==> config.mk <==
export PLATFORM = sky130hd
export DESIGN_NAME = cfgrf_dualreset
export DESIGN_NICKNAME = d
export VERILOG_FILES = /design/src/rtl/cfgrf_pkg.sv /design/src/rtl/cfgrf_field.sv /design/src/rtl/cfgrf_func.sv /design/src/rtl/cfgrf_dualreset.sv
export SDC_FILE = /design/constraint.sdc
export NUM_CORES = 1
export LEC_CHECK = 0
export BUFFER_PORTS_ARGS = -buffer_cell sky130_fd_sc_hd__buf_4
export CAP_MARGIN = 20
export CORE_UTILIZATION = 40
export DETAILED_ROUTE_END_ITERATION = 7
export GPL_TIMING_DRIVEN = 0
export MAX_ROUTING_LAYER = met4
export PLACE_DENSITY = 0.64
export SYNTH_ARGS = -nofsm -noshare
export SYNTH_HDL_FRONTEND = slang
export SYNTH_SLANG_ARGS = --single-unit
==> constraint.sdc <==
create_clock -name clk -period 2.4 [get_ports clk]
set_input_delay 0.24 -clock clk [delete_from_list [all_inputs] [get_ports clk]]
set_output_delay 0.24 -clock clk [all_outputs]
set_load 0.01 [all_outputs]
==> src/rtl/cfgrf_pkg.sv <==
`timescale 1ns/1ps
package cfgrf_pkg;
  localparam int ADDR_W = 6;
  localparam int DATA_W = 32;
  localparam int BE_W   = DATA_W / 8;

  typedef enum logic [1:0] {ACC_W, ACC_S, ACC_C} acc_e;
  typedef enum logic [1:0] {RC_WARM, RC_PME, RC_COLD} rclass_e;

  localparam logic [ADDR_W-1:0] OFS_IDENT = 6'h00;
  localparam logic [ADDR_W-1:0] OFS_CTRL  = 6'h01;
  localparam logic [ADDR_W-1:0] OFS_EVT   = 6'h02;
  localparam logic [ADDR_W-1:0] OFS_ROUTE = 6'h03;
  localparam logic [ADDR_W-1:0] OFS_PM    = 6'h29;

  localparam int CTRL_W   = 16;
  localparam int EVT_W    = 8;
  localparam int STK_W    = 8;
  localparam int STK_LSB  = 16;
  localparam int ROUTE_W  = 16;
  localparam int PMST_W   = 2;
  localparam int PMEN_BIT = 8;
  localparam int PMSTS_BIT = 15;
endpackage

==> src/rtl/cfgrf_field.sv <==
`timescale 1ns/1ps
module cfgrf_field
  import cfgrf_pkg::*;
#(
  parameter int      W   = 8,
  parameter acc_e    ACC = ACC_W,
  parameter rclass_e RCL = RC_WARM
) (
  input  logic         clk,
  input  logic         rst_cold,
  input  logic         rst_warm,
  input  logic         pme_keep,
  input  logic         wr_en,
  input  logic [W-1:0] wr_data,
  input  logic [W-1:0] wr_mask,
  input  logic [W-1:0] hw_set,
  output logic [W-1:0] q
);
  logic         clr;
  logic [W-1:0] nxt;

  // Reset class decides which reset wipes the field.
  always_comb begin
    clr = rst_cold;
    if (rst_warm) begin
      if (RCL == RC_WARM) clr = 1'b1;
      else if (RCL == RC_PME && !pme_keep) clr = 1'b1;
    end
  end

  // A surviving field is frozen while warm reset is held.
  always_comb begin
    nxt = q;
    if (!rst_warm) begin
      case (ACC)
        ACC_W: if (wr_en) nxt = (q & ~wr_mask) | (wr_data & wr_mask);
        ACC_S: if (wr_en) nxt = q | (wr_data & wr_mask);
        ACC_C: begin
          if (wr_en) nxt = q & ~(wr_data & wr_mask);
          nxt = nxt | hw_set;
        end
        default: nxt = q;
      endcase
    end
  end

  always_ff @(posedge clk) begin
    if (clr) q <= '0;
    else     q <= nxt;
  end
endmodule

==> src/rtl/cfgrf_func.sv <==
`timescale 1ns/1ps
module cfgrf_func
  import cfgrf_pkg::*;
#(
  parameter int          FUNC_ID = 0,
  parameter logic [31:0] DEV_ID  = 32'h7A10_0000
) (
  input  logic                clk,
  input  logic                rst_cold,
  input  logic                rst_warm,
  input  logic                wr_en,
  input  logic [ADDR_W-1:0]   wr_addr,
  input  logic [DATA_W-1:0]   wr_data,
  input  logic [DATA_W-1:0]   wr_mask,
  input  logic [EVT_W-1:0]    hw_evt,
  input  logic                hw_pme,
  input  logic [ADDR_W-1:0]   rd_addr,
  input  logic [ROUTE_W-1:0]  route_q,
  output logic [DATA_W-1:0]   rd_word,
  output logic                pme_en,
  output logic [EVT_W-1:0]    evt_q
);
  localparam logic [7:0] FID8 = 8'(FUNC_ID);

  logic we_ctrl, we_evt, we_pm;
  logic [CTRL_W-1:0] ctrl_q;
  logic [STK_W-1:0]  stk_q;
  logic [PMST_W-1:0] pmst_q;
  logic              pmsts_q;
  logic              unused_bits;

  assign we_ctrl = wr_en && (wr_addr == OFS_CTRL);
  assign we_evt  = wr_en && (wr_addr == OFS_EVT);
  assign we_pm   = wr_en && (wr_addr == OFS_PM);
  assign unused_bits = ^{wr_data, wr_mask};

  cfgrf_field #(.W(CTRL_W), .ACC(ACC_W), .RCL(RC_WARM)) u_ctrl (
    .clk(clk), .rst_cold(rst_cold), .rst_warm(rst_warm), .pme_keep(pme_en),
    .wr_en(we_ctrl), .wr_data(wr_data[CTRL_W-1:0]), .wr_mask(wr_mask[CTRL_W-1:0]),
    .hw_set('0), .q(ctrl_q));

  cfgrf_field #(.W(EVT_W), .ACC(ACC_C), .RCL(RC_PME)) u_evt (
    .clk(clk), .rst_cold(rst_cold), .rst_warm(rst_warm), .pme_keep(pme_en),
    .wr_en(we_evt), .wr_data(wr_data[EVT_W-1:0]), .wr_mask(wr_mask[EVT_W-1:0]),
    .hw_set(hw_evt), .q(evt_q));

  cfgrf_field #(.W(STK_W), .ACC(ACC_S), .RCL(RC_WARM)) u_stk (
    .clk(clk), .rst_cold(rst_cold), .rst_warm(rst_warm), .pme_keep(pme_en),
    .wr_en(we_evt), .wr_data(wr_data[STK_LSB +: STK_W]), .wr_mask(wr_mask[STK_LSB +: STK_W]),
    .hw_set('0), .q(stk_q));

  cfgrf_field #(.W(PMST_W), .ACC(ACC_W), .RCL(RC_WARM)) u_pmst (
    .clk(clk), .rst_cold(rst_cold), .rst_warm(rst_warm), .pme_keep(pme_en),
    .wr_en(we_pm), .wr_data(wr_data[PMST_W-1:0]), .wr_mask(wr_mask[PMST_W-1:0]),
    .hw_set('0), .q(pmst_q));

  // The enable gates its own warm clear: a 1 keeps it, a 0 stays 0.
  cfgrf_field #(.W(1), .ACC(ACC_W), .RCL(RC_PME)) u_pmen (
    .clk(clk), .rst_cold(rst_cold), .rst_warm(rst_warm), .pme_keep(pme_en),
    .wr_en(we_pm), .wr_data(wr_data[PMEN_BIT]), .wr_mask(wr_mask[PMEN_BIT]),
    .hw_set(1'b0), .q(pme_en));

  cfgrf_field #(.W(1), .ACC(ACC_C), .RCL(RC_PME)) u_pmsts (
    .clk(clk), .rst_cold(rst_cold), .rst_warm(rst_warm), .pme_keep(pme_en),
    .wr_en(we_pm), .wr_data(wr_data[PMSTS_BIT]), .wr_mask(wr_mask[PMSTS_BIT]),
    .hw_set(hw_pme), .q(pmsts_q));

  always_comb begin
    rd_word = '0;
    case (rd_addr)
      OFS_IDENT: rd_word = {DEV_ID[31:8], FID8};
      OFS_CTRL:  rd_word[CTRL_W-1:0] = ctrl_q;
      OFS_EVT: begin
        rd_word[EVT_W-1:0]         = evt_q;
        rd_word[STK_LSB +: STK_W]  = stk_q;
      end
      OFS_ROUTE: rd_word[ROUTE_W-1:0] = route_q;
      OFS_PM: begin
        rd_word[PMST_W-1:0] = pmst_q;
        rd_word[PMEN_BIT]   = pme_en;
        rd_word[PMSTS_BIT]  = pmsts_q;
      end
      default: rd_word = '0;
    endcase
  end
endmodule

==> src/rtl/cfgrf_dualreset.sv <==
`timescale 1ns/1ps
module cfgrf_dualreset
  import cfgrf_pkg::*;
#(
  parameter int          NUM_FUNC = 2,
  parameter logic [31:0] DEV_ID   = 32'h7A10_0000,
  localparam int         FUNC_W   = (NUM_FUNC > 1) ? $clog2(NUM_FUNC) : 1
) (
  input  logic              clk,
  input  logic              rst_cold,
  input  logic              rst_warm,
  input  logic              bus_req,
  input  logic              bus_we,
  input  logic [FUNC_W-1:0] bus_func,
  input  logic [ADDR_W-1:0] bus_addr,
  input  logic [BE_W-1:0]   bus_be,
  input  logic [DATA_W-1:0] bus_wdata,
  output logic [DATA_W-1:0] bus_rdata,
  input  logic [FUNC_W-1:0] hw_func,
  input  logic [EVT_W-1:0]  hw_evt,
  input  logic              hw_pme
);
  logic [DATA_W-1:0]       wmask;
  logic                    wr_ok;
  logic [ROUTE_W-1:0]      route_q;
  logic [DATA_W-1:0]       rd_word [NUM_FUNC];
  logic [NUM_FUNC-1:0]     pme_en_vec;
  logic [NUM_FUNC*EVT_W-1:0] evt_flat;
  logic                    unused_obs;

  assign wr_ok = bus_req && bus_we && !rst_cold && !rst_warm;
  assign unused_obs = ^{pme_en_vec, evt_flat};

  for (genvar b = 0; b < BE_W; b++) begin : g_mask
    assign wmask[b*8 +: 8] = {8{bus_be[b]}};
  end

  // Shared field: one copy, written only through function 0.
  cfgrf_field #(.W(ROUTE_W), .ACC(ACC_W), .RCL(RC_COLD)) u_route (
    .clk(clk), .rst_cold(rst_cold), .rst_warm(rst_warm), .pme_keep(1'b0),
    .wr_en(wr_ok && (bus_func == '0) && (bus_addr == OFS_ROUTE)),
    .wr_data(bus_wdata[ROUTE_W-1:0]), .wr_mask(wmask[ROUTE_W-1:0]),
    .hw_set('0), .q(route_q));

  for (genvar f = 0; f < NUM_FUNC; f++) begin : g_fn
    logic [EVT_W-1:0] f_evt;
    logic             f_pme;
    assign f_evt = (hw_func == FUNC_W'(f)) ? hw_evt : '0;
    assign f_pme = (hw_func == FUNC_W'(f)) && hw_pme;

    cfgrf_func #(.FUNC_ID(f), .DEV_ID(DEV_ID)) u_fn (
      .clk(clk), .rst_cold(rst_cold), .rst_warm(rst_warm),
      .wr_en(wr_ok && (bus_func == FUNC_W'(f))), .wr_addr(bus_addr),
      .wr_data(bus_wdata), .wr_mask(wmask),
      .hw_evt(f_evt), .hw_pme(f_pme),
      .rd_addr(bus_addr), .route_q(route_q),
      .rd_word(rd_word[f]), .pme_en(pme_en_vec[f]),
      .evt_q(evt_flat[f*EVT_W +: EVT_W]));
  end

  always_ff @(posedge clk) begin
    if (rst_cold || rst_warm) begin
      bus_rdata <= '0;
    end else if (bus_req && !bus_we) begin
      if (int'(bus_func) < NUM_FUNC) bus_rdata <= rd_word[bus_func];
      else                           bus_rdata <= '0;
    end
  end
endmodule

# ---- After elaboration in Yosys (flattened, before gate mapping)
# Index checks and enable logic that the tools add are counted.
dict set report op_classes {
  mux 31
  eq_ne 4
  n_lt_le_gt_ge 1
  n_reduce_logical 27
  bitwise_logic 39
}
# op n
set op_table {}
lappend op_table {{$and 16x16->16} 4}
lappend op_table {{$mux 32} 2}
lappend op_table {{$mux 8} 6}
lappend op_table {{$or 16x16->16} 3}
lappend op_table {{$pmux 6 s3} 2}
lappend op_table {{$and 8x8->8} 4}
lappend op_table {{$or 8x8->8} 4}
lappend op_table {{$pmux 8 s2} 2}
lappend op_table {{$mux 24} 1}
lappend op_table {{$pmux 6 s2} 2}
lappend op_table {{$not 16->16} 1}
lappend op_table {{$logic_and 1x1->1} 15}
lappend op_table {{$reduce_and 2->1} 7}
lappend op_table {{$eq 6x2->1 const B} 2}
lappend op_table {{$pmux 1 s3} 4}
lappend op_table {{$pmux 2 s5} 1}
lappend op_table {{$mux 1} 9}
lappend op_table {{$not 8->8} 1}
lappend op_table {{$pmux 2 s4} 1}
lappend op_table {{$mux 7} 1}
lappend op_table {{$and 1x1->1} 6}
lappend op_table {{$and 2x2->2} 3}
lappend op_table {{$eq 6x1->1 const B} 1}
lappend op_table {{$eq 6x6->1 const B} 1}
lappend op_table {{9 further kinds} 19}
dict set report totals {
  ff_bits 120
  out_inout_bits 32
  word_cells 116
  in_bits 58
}

# ---- Depth between registers and ports, before layout
dict set report logic_depth {
  depth_word 8
  ltp_mapped 7
  ltp_nobuf 4
}

# ---- Cells and area by module
# Synthesis repeated with hierarchy kept, for this count alone.
dict set report hier_totals {
  cells_unflattened 735
  area_unflattened_um2 7134.3
}
# mod n_inst area_each_um2 cells_each
set by_module_without_submodules {}
lappend by_module_without_submodules {cfgrf_dualreset 1 1844.3 168}
lappend by_module_without_submodules {{cfgrf_field (u_route)} 1 867.1 86}
lappend by_module_without_submodules {{cfgrf_field (g_fn[0].u_fn.u_evt ...)} 2 405.4 44}
lappend by_module_without_submodules {{cfgrf_field (g_fn[1].u_fn.u_ctrl)} 1 745.7 70}
lappend by_module_without_submodules {{cfgrf_field (g_fn[0].u_fn.u_ctrl)} 1 739.5 70}
lappend by_module_without_submodules {{cfgrf_func (g_fn[1].u_fn)} 1 599.3 82}
lappend by_module_without_submodules {{cfgrf_func (g_fn[0].u_fn)} 1 564.3 79}
lappend by_module_without_submodules {{cfgrf_field (g_fn[0].u_fn.u_stk ...)} 2 261.5 27}
lappend by_module_without_submodules {{cfgrf_field (g_fn[0].u_fn.u_pmst ...)} 2 95.1 8}
lappend by_module_without_submodules {{cfgrf_field (g_fn[0].u_fn.u_pmen ...)} 2 68.8 5}
lappend by_module_without_submodules {{cfgrf_field (g_fn[0].u_fn.u_pmsts ...)} 2 56.3 6}

# ---- Least setup slack after synthesis
# No wires, ideal clock.
dict set report synth_path {
  path_type {input to register}
  start {input port rst_warm}
  end {register with a tool-made name}
  setup_slack_ns 0.677
  required_ns 2.272
  arrival_ns 1.596
  path_buffers 2
  path_stages 6
  setup_ns 0.128
  path_cell_list {clkbuf_1 -> nor3b_1 -> and4bb_2 -> buf_6 -> mux2i_1 -> nor2_1}
}
# item line
set synth_rtl {}
lappend synth_rtl {{start: declaration} cfgrf_dualreset.sv:11} ;# input logic rst_warm,

==> run metrics <==
outcome finished, final reports clean; total CTS buffers 17; Post-synth EDFFs 0; core footprint 12,670 um^2; Worst Hold Class input port to flop; Layout Nets approximately 710; IO Count 90; Post-Synth Adder-Cell Area 0%; Max VDD drop approximately 0.00038 V; Post-Synth XOR/XNOR Area 0%; post-synthesis simple-gate area fraction between 10% and 20%; maxcap violations 0; die area approximately 13,000 um^2; drt wl/cell 19.10 um; clock sink count ~110; CTS tree built; RSZ-0062 raised after global routing false; combinational family with the most area after synthesis simple AND/OR/NAND/NOR gates; Die Width 116.1 um; total gr overflow 0; power density cells 688.6 nW/um^2; row count between 40 and 50; hold_buf cts 0; share of flip-flops with an asynchronous set or reset 0%; Tcrit/Tclk final 85.74%; Worst Skew 9.725 ps; Compound-Gate Fraction of Synth Area around 18%; WL final ~16 mm; Worst EP required around 2700 ps; fraction of layout cells with a size suffix above 1 25.91%; Peak Freq approximately 0.49 GHz; DR DRC count 0; Setup CP Type input port to flop; Die Y ~120 um; Post-synth top flop dfxtp_1; Clock transition at path regs 50 ps; DRT iter0 DRCs between 300 and 400; Setup Buffers After CTS 0; vias around 4,700; Syn Area/Cell 9.464 um^2; first-pass GRT wire length between 20 and 25 mm; Avg Vias per Cell roughly 5.6; post-synthesis cell area around 5200 um^2; crit-path max FO 8; slew margin rel. between 30% and 40%; hold_ws slightly below 60 ps; Final setup viols 0; initial antenna violation count 0; ANT cells 0; CP Launch Type input port; area grow syn2layout 25.43%; mux cell area share after synthesis between 10% and 20%; minimum clock period slightly above 2000 ps; GPL Wtd Cong ~0.9; Final Max Tran Viols 0; Syn Inst Count between 500 and 600; input/output buffers 76; post_cts resized 0; Clk Latency, worst-skew pair ~420 ps; Fill cells about 1,200; Seq cells post-synth approximately 110; maximum root-to-sink buffer count 2; htree depth 4; Worst Setup End Kind flop; final hold violations 0; Ys Warns 0; 1st-pass router iterations 5; pin count of the biggest net entering global routing 17; vias in the first global route 4,544; Unique masters post-synth 52; Pwr Total roughly 4.5 mW; Slew @ Worst Pin 911.3 ps; Leak roughly 2.8 nW; post-DP HPWL 10.82 mm; Routed Antenna Nets 0; gr usage total about 26%; Worst Path Arrival about 2300 ps; post-route setup TNS 0 ps; sequential fraction of the synthesis area between 40% and 50%; Root Driver clkbuf_16; Initial Utilization about two fifths
-- critical path, stage by stage --
cell and delay, ps:
clkbuf_1 260, nor3b_1 830, nand4_2 620, mux2i_1 330, nor2_1 60
-- cell usage in the layout (no fill, tap or decap), types with 5 or more instances in the layout --
cell type and n:
dfxtp_1 113, buf_4 86, nor2_1 69, mux2i_1 57, clkbuf_1 35, a21oi_1 31, nand2_1 29, o21ai_0 17
clkbuf_16 17, a32o_1 16, nor3_1 15, mux2_2 15, a311oi_1 15, a31o_2 13, and3_1 11, inv_1 9
a221oi_1 9, a211oi_1 8, buf_2 7, nand3_1 7, nand4_1 6, nor2b_1 5, a22oi_1 5, nor4_2 5
-- cells in the mapped netlist (2+ instances only) --
library cell  instances  area share [%]
a211oi_1              8             1.2
a21o_1                3            0.43
a21oi_1              31             3.0
a221oi_1              9             1.5
a22oi_1               5            0.72
a311oi_1             15             2.5
a31o_2               13             2.2
a32o_1               16             3.1
and2_1                3            0.36
and3_1               11             1.3
and4bb_2              2            0.48
buf_1                 2            0.14
buf_2                 7            0.67
buf_4                10             1.4
buf_6                 4            0.87
clkbuf_1             29             2.1
dfxtp_1             113              43
inv_1                 9            0.65
mux2_2               15             3.2
mux2i_1              57              11
nand2_1              29             2.1
nand2b_1              2            0.24
nand3_1               7            0.67
nand3b_1              2            0.29
nand4_1               6            0.72
nand4_2               4            0.96
nor2_1               69             5.0
nor2b_1               5            0.60
nor3_1               15             1.4
nor3_4                2            0.62
nor3b_1               3            0.43
nor4_2                5             1.2
o2111ai_1             2            0.34
o21ai_0              17             1.6
o2bb2ai_1             2            0.34
or2_2                 2            0.24
-- worst paths after layout --
kind / startpoint / endpoint / slack (ps) / cells after the start
max reg2reg: flop / bus_rdata[1] / 1110 / 4
min reg2reg: bus_rdata[22] / bus_rdata[22] / 450 / 2
max: rst_warm / flop / 340 / 5
min: bus_wdata[4] / g_fn[0].u_fn.u_evt.q[4] / 60 / 2
-- power by group --
group / internal (mW) / total [mW] / switching (mW) / leakage, nW
sequential: 1.89 / 1.90 / 0.00811 / 0.912
clock: 1.42 / 2.25 / 0.830 / 0.261
combinational: 0.129 / 0.347 / 0.219 / 1.59
-- layout make-up --
class | count | area [um^2] | share of cell area, %
Multi-Input combinational cell | 378 | 2645 | 40.51
Sequential cell | 113 | 2262 | 34.65
Timing Repair Buffer | 76 | 570.5 | 8.739
Clock buffer | 27 | 503.0 | 7.704
Buffer | 52 | 271.5 | 4.159
Tap cell | 172 | 215.2 | 3.296
Inverter | 9 | 33.78 | 0.5174
Clock inverter | 5 | 27.53 | 0.4216
-- logic make-up after synthesis --
family,count (synthesis)
AND/OR/NAND/NOR,177
AO/OA/AOI/OAI,126
flip-flops,113
multiplexers,72
buffers and inverters,61
other,1
-- layer usage --
metal  global-route usage [%]  share of wire [%]
met1                    30.18                 41
met5                        -                  0
met2                    42.22                 49
met3                    6.276                7.1
met4                    10.51                2.2
-- stage by stage --
stage               instance area, um^2  setup WS, ps  std cells  utilization, %
CTS                                6529         451.8        832           51.53
global placement                   5998         31.45        800           47.34
finish                             6529         342.1        832           51.53
detailed placement                 5998         6.741        800           47.34
global route                       6529         259.2        832           51.53
floorplan                          5213         676.8        552               -
Power figures use the tool's default switching activity.
